## src/rtl/wdt_pkg.sv

```systemverilog
package wdt_pkg;
   localparam int MODE_W   = 2;
   localparam logic [MODE_W-1:0] MODE_IRQ = 2'd2;

   typedef struct packed {
      logic [MODE_W-1:0] mode;
      logic              enable;
      logic              prescale;
   } wdt_ctl_t;
endpackage

```

## src/rtl/wdt_cfg_lock.sv

```systemverilog
module wdt_cfg_lock
   import wdt_pkg::*;
#(
   parameter int DATA_W   = 32,
   parameter int RELOAD_W = 12
) (
   input  logic                clk,
   input  logic                rst_n,
   input  logic                wr_en,
   input  logic [DATA_W-1:0]   wr_data,
   output logic                locked_o,
   output wdt_ctl_t            ctl_o,
   output logic [RELOAD_W-1:0] reload_o,
   output logic [RELOAD_W-1:0] load_val_o,
   output logic                load_en_o
);
   localparam int USED_W = RELOAD_W + 2 + MODE_W;

   logic                locked_q;
   wdt_ctl_t            ctl_q;
   logic [RELOAD_W-1:0] reload_q;
   wdt_ctl_t            ctl_in;

   assign ctl_in.prescale = wr_data[RELOAD_W];
   assign ctl_in.enable   = wr_data[RELOAD_W+1];
   assign ctl_in.mode     = wr_data[RELOAD_W+2 +: MODE_W];

   generate
      if (DATA_W > USED_W) begin : g_hi
         logic unused_hi;
         assign unused_hi = ^wr_data[DATA_W-1:USED_W];
      end
   endgenerate

   always_ff @(posedge clk) begin
      if (!rst_n) begin
         locked_q <= 1'b0;
         ctl_q    <= '0;
         reload_q <= '0;
      end else if (wr_en && !locked_q) begin
         locked_q <= 1'b1;
         ctl_q    <= ctl_in;
         reload_q <= wr_data[RELOAD_W-1:0];
      end
   end

   assign locked_o   = locked_q;
   assign ctl_o      = ctl_q;
   assign reload_o   = reload_q;
   assign load_val_o = locked_q ? reload_q : wr_data[RELOAD_W-1:0];
   assign load_en_o  = locked_q ? ctl_q.enable : ctl_in.enable;

   assert_cfg_frozen_R3: assert property (@(posedge clk) disable iff (!rst_n)
      locked_q |=> ($stable(ctl_q) && $stable(reload_q) && locked_q));
endmodule

```

## src/rtl/wdt_tick_gen.sv

```systemverilog
module wdt_tick_gen #(
   parameter int PRESCALE_DIV = 16384
) (
   input  logic clk,
   input  logic rst_n,
   input  logic restart,
   input  logic presc_sel,
   output logic tick_o
);
   logic cen_q;

   always_ff @(posedge clk) begin
      if (!rst_n || restart) cen_q <= 1'b0;
      else                   cen_q <= ~cen_q;
   end

   generate
      if (PRESCALE_DIV == 1) begin : g_nopre
         logic unused_sel;
         assign unused_sel = presc_sel;
         assign tick_o = cen_q;
      end else begin : g_pre
         localparam int PW = $clog2(PRESCALE_DIV);
         localparam logic [PW-1:0] LAST = PW'(PRESCALE_DIV - 1);
         logic [PW-1:0] pre_q;
         always_ff @(posedge clk) begin
            if (!rst_n || restart)   pre_q <= '0;
            else if (cen_q)          pre_q <= (pre_q == LAST) ? '0 : pre_q + 1'b1;
         end
         assign tick_o = cen_q && (!presc_sel || pre_q == LAST);
      end
   endgenerate

   assert_tick_halfrate_R4: assert property (@(posedge clk) disable iff (!rst_n)
      tick_o |=> !tick_o);
endmodule

```

## src/rtl/wdt_down_counter.sv

```systemverilog
module wdt_down_counter #(
   parameter int RELOAD_W = 12
) (
   input  logic                clk,
   input  logic                rst_n,
   input  logic                load,
   input  logic [RELOAD_W-1:0] load_val,
   input  logic                load_en,
   input  logic                tick,
   input  logic                irq_mode,
   output logic                irq_o,
   output logic                rst_req_o
);
   logic [RELOAD_W-1:0] cnt_q;
   logic                armed_q;
   logic                fire;
   logic                irq_q;
   logic                req_q;

   assign fire = !load && armed_q && tick && (cnt_q == '0);

   always_ff @(posedge clk) begin
      if (!rst_n) begin
         cnt_q   <= '0;
         armed_q <= 1'b0;
      end else if (load) begin
         cnt_q   <= load_val;
         armed_q <= load_en;
      end else if (armed_q && tick) begin
         if (cnt_q == '0) armed_q <= 1'b0;
         else             cnt_q   <= cnt_q - 1'b1;
      end
   end

   always_ff @(posedge clk) begin
      if (!rst_n) begin
         req_q <= 1'b0;
         irq_q <= 1'b0;
      end else begin
         req_q <= fire;
         irq_q <= irq_q | (fire & irq_mode);
      end
   end

   assign irq_o     = irq_q;
   assign rst_req_o = req_q;

   assert_kick_wins_R7: assert property (@(posedge clk) disable iff (!rst_n)
      load |=> !rst_req_o);
   assert_single_pulse_R9: assert property (@(posedge clk) disable iff (!rst_n)
      rst_req_o |=> !rst_req_o);
   assert_irq_sticky_R9: assert property (@(posedge clk) disable iff (!rst_n)
      irq_o |=> irq_o);
   assert_quiet_disarmed_R10: assert property (@(posedge clk) disable iff (!rst_n)
      (!armed_q && !load) |=> !rst_req_o);
endmodule

```

## src/rtl/wdt_lockcfg.sv

```systemverilog
module wdt_lockcfg
   import wdt_pkg::*;
#(
   parameter int DATA_W       = 32,
   parameter int RELOAD_W     = 12,
   parameter int PRESCALE_DIV = 16384
) (
   input  logic              clk,
   input  logic              rst_n,
   input  logic              wr_en,
   input  logic [DATA_W-1:0] wr_data,
   output logic [DATA_W-1:0] rd_data,
   output logic              irq,
   output logic              rst_req
);
   localparam int RD_W = RELOAD_W + 3 + MODE_W;

   generate
      if (RD_W > DATA_W) begin : g_bad_width
         $error("wdt_lockcfg: DATA_W too small for fields");
      end
      if (PRESCALE_DIV < 1) begin : g_bad_div
         $error("wdt_lockcfg: PRESCALE_DIV must be at least 1");
      end
   endgenerate

   logic                locked;
   wdt_ctl_t            ctl;
   logic [RELOAD_W-1:0] reload;
   logic [RELOAD_W-1:0] load_val;
   logic                load_en;
   logic                tick;

   wdt_cfg_lock #(.DATA_W(DATA_W), .RELOAD_W(RELOAD_W)) u_lock (
      .clk(clk), .rst_n(rst_n), .wr_en(wr_en), .wr_data(wr_data),
      .locked_o(locked), .ctl_o(ctl), .reload_o(reload),
      .load_val_o(load_val), .load_en_o(load_en)
   );

   wdt_tick_gen #(.PRESCALE_DIV(PRESCALE_DIV)) u_tick (
      .clk(clk), .rst_n(rst_n), .restart(wr_en),
      .presc_sel(ctl.prescale), .tick_o(tick)
   );

   wdt_down_counter #(.RELOAD_W(RELOAD_W)) u_cnt (
      .clk(clk), .rst_n(rst_n), .load(wr_en), .load_val(load_val),
      .load_en(load_en), .tick(tick), .irq_mode(ctl.mode == MODE_IRQ),
      .irq_o(irq), .rst_req_o(rst_req)
   );

   assign rd_data = DATA_W'({locked, ctl, reload});

   assert_disabled_quiet_R8: assert property (@(posedge clk) disable iff (!rst_n)
      (locked && !ctl.enable) |-> (!rst_req && !irq));
   assert_mode_gates_irq_R9: assert property (@(posedge clk) disable iff (!rst_n)
      (locked && ctl.mode != MODE_IRQ) |-> !irq);
endmodule

```

## config.mk

```make
export PLATFORM = sky130hd
export DESIGN_NAME = wdt_lockcfg
export DESIGN_NICKNAME = d
export VERILOG_FILES = /design/src/rtl/wdt_pkg.sv /design/src/rtl/wdt_cfg_lock.sv /design/src/rtl/wdt_tick_gen.sv /design/src/rtl/wdt_down_counter.sv /design/src/rtl/wdt_lockcfg.sv
export SDC_FILE = /design/constraint.sdc
export NUM_CORES = 1
export LEC_CHECK = 0
export BUFFER_PORTS_ARGS = -buffer_cell sky130_fd_sc_hd__buf_4
export CAP_MARGIN = 20
export CORE_ASPECT_RATIO = 1.1
export CORE_UTILIZATION = 30
export CTS_CLUSTER_SIZE = 10
export DETAILED_ROUTE_END_ITERATION = 12
export PLACE_DENSITY = 0.51
export SLEW_MARGIN = 20
export SYNTH_ARGS = -nofsm -noshare
export SYNTH_HDL_FRONTEND = slang
export SYNTH_SLANG_ARGS = --single-unit
```

## constraint.sdc

```tcl
create_clock -name clk -period 2.3 [get_ports clk]
set_input_delay 0.345 -clock clk [delete_from_list [all_inputs] [get_ports clk]]
set_output_delay 0.345 -clock clk [all_outputs]
set_load 0.1 [all_outputs]
```

==> impl_results.md <==
* Total CTS buffers at 5
* CTS tree: yes
* Status: complete, no violations
* ANT nets after route at 0
* Register area at 940.9 um^2
* Critical Path Fanout Max at 8
* Routability congestion estimate at 0.7973
* Starting Density at 30.83%
* CP endpoint kind: register
* IO Count at 69
* HPWL after DPL at 3.673 mm
* Most frequent cells in the layout: nand2_1 (50), dfxtp_1 (47), buf_4 (45)
* Synth-to-layout area growth at 20.11%
* # fillers at 860
* Overflow after GRT at 0
* Area of the multi-input gates at 0.001338 mm^2
* Cts hold-fix bufs at 0
* Worst r2r path cells at 6
* Tot GR Track Use at 12.65%
* Fin nets at 357
* Power Total at 2112 uW
* Seq/Total Area, Yosys at 38.78%
* Max clock buf depth at 2
* Clk_lat worst skew at 0.31 ns
* EDFF count, synth at 0
* DIE AREA at 0.008451 mm^2
* Share of layout cells above drive strength 1 at 23.13%
* Gate count of the mapped netlist at 283
* WS Path Type: reg -> reg
* Max_cap viols at 0
* Via Count at 1988
* DRT iter0 DRCs at 46
* Pre-antenna DRT Iters at 4
* Die X at 87.74 um
* Initial antenna violation count at 0
* Asr flop ratio synth at 0%
* Synth Register Bits at 47
* Slew headroom at 54.27%
* WHS Path Cells at 3
* Core area at 0.007870 mm^2
* DP Area at 0.002774 mm^2
* Final instance area at 0.002914 mm^2
* Pwr dens at 724.6 mW/mm^2
* Syn_area_per_cell at 8.573 um^2
* Reg clk slew, reported paths at 0.10 ns
* DR DRC count at 0
* Via density at 4.645
* Final hold slack at 0.2848 ns
* Port Buffers at 37
* Routed len/inst at 11.75 um
* Worst Slack Setup Final at 0.2038 ns
* Setup TNS at 0 ns
* Top-area cell type share of the netlist area at 38.78%
* Synth warn at 0
* Crit path time final at 2.096 ns
* Number of global-route vias before repair at 1797
* Synth top area cells: dfxtp_1 (39%), nand2_1 (7.7%), a21boi_0 (5.6%)
* Post-CTS setup-driven buffer insertion count at 0
* Post-synthesis cell area at 0.002426 mm^2
* Clk sinks at 47
* Nature of the critical path startpoint: register
* Commonest non-fill, non-tap cell in the layout: nand2_1
* RSZ-0062 raised after global routing: false
* First-pass GRT wire length at 8.404 mm
* Final hold vios at 0
* Largest net degree at the start of global routing at 34
* Total number of H-tree levels at 2
* Max-slew violation count at 0
* Leakage at 0.001131 uW
* Synth unique cells at 48
* Fmax at 0.4771 GHz
* Worst slew pin tran at 0.6860 ns
* Post-cts resize count at 0
* Leading area contributor after synthesis: dfxtp_1
* Drt total wl at 5.030 mm
* Final setup vio count at 0
* Synth Flop Type: dfxtp_1
* Peak supply drop at 0.0003577 V
* Pre-CTS WS at 0.2118 ns
* Clock root buffer: clkbuf_8
* Final period util at 91.14%
* Die H at 96.32 um
* Arr. time, crit path at 2.33 ns
* Skew final at 0.01056 ns
* Worst Hold Class: in -> reg
* N_diodes at 0
* WP data required at 2.53 ns
* Core Rows at 34
## per-stage QoR
| stage | cells | util, % |
|---|---|---|
| finish | 428 | 37.03 |
| global route | 428 | 37.03 |
| CTS | 428 | 37.03 |
| detailed placement | 420 | 35.25 |
| global placement | 420 | 35.25 |
| floorplan | 297 | - |
## sequential cells by signal (all words and copies together), names as in the netlist
signal / cells
u_lock.reload_o: 12
u_cnt.armed_q: 1
u_cnt.cnt_q: 12
u_lock.locked_o: 1
u_tick.g_pre.pre_q: 14
u_cnt.irq_o: 1
u_cnt.rst_req_o: 1
u_tick.cen_q: 1
u_lock.ctl_o: 4
## cell families after synthesis
group	synth area share, %
simple gates	22.80
compound gates	16.50
flops	38.78
buf+inv	8.251
xor+xnor	6.137
mux	5.828
fa+ha+maj	1.547
other cells	0.1546
## layout make-up
| cell class | instances | share of cell area [%] |
|---|---|---|
| flip-flops and latches | 47 | 32.29 |
| repair buffers | 45 | 11.59 |
| clock inverters | 3 | 2.447 |
| well taps | 108 | 4.637 |
| clock buffers | 5 | 2.362 |
| inverters | 6 | 0.7729 |
| multi-input cells | 214 | 45.90 |
## cells in the mapped netlist, types with 2 or more instances
cell / instances
nor2b_1: 2
nor3_1: 3
clkbuf_1: 11
inv_1: 6
a21boi_0: 18
nand2_1: 50
o21a_1: 2
nor4_1: 3
a31o_2: 2
mux2i_1: 4
nor3b_1: 2
a31oi_1: 3
o21ai_0: 11
nor4b_1: 2
or4_1: 3
mux2_2: 9
nand4_1: 5
buf_4: 17
o211a_1: 2
dfxtp_1: 47
nor2_1: 17
nand3_1: 9
xor2_1: 9
o311a_2: 2
a21oi_1: 10
xnor2_1: 8
ha_1: 3
or3_1: 3
## final timing paths
path / from / to / slack [ns]
worst min register to register: u_cnt.irq_o$_SDFF_PN0_ / u_cnt.irq_o$_SDFF_PN0_ / 0.48
worst max register to register: u_tick.g_pre.pre_q[0]$_SDFFE_PP0P_ / u_cnt.cnt_q[5]$_SDFFE_PN0P_ / 0.20
worst max-delay path: u_tick.g_pre.pre_q[0]$_SDFFE_PP0P_ / u_cnt.cnt_q[5]$_SDFFE_PN0P_ / 0.20
worst min-delay path: wr_data[15] / u_lock.ctl_o[3]$_SDFFE_PN0P_ / 0.28
## power by group
part	switching (uW)	internal, uW
clock network	310	441
logic	341	129
registers	41.9	848
## critical path, stage by stage, from the launching register on
cell     delay [ns]
dfxtp_1        0.38
ha_1           0.22
nand4_2        0.16
o41ai_4        0.48
nand2_4        0.14
or4_1          0.49
a31oi_1        0.16
## layer usage
layer	GRT usage, %	vias up	routed length [um]
li1	-	1027	-
met1	15.55	921	2343
met2	22.35	34	2499
met3	2.316	6	132
met4	3.689	0	55
met5	0	-	0
Power figures use the tool's default switching activity.
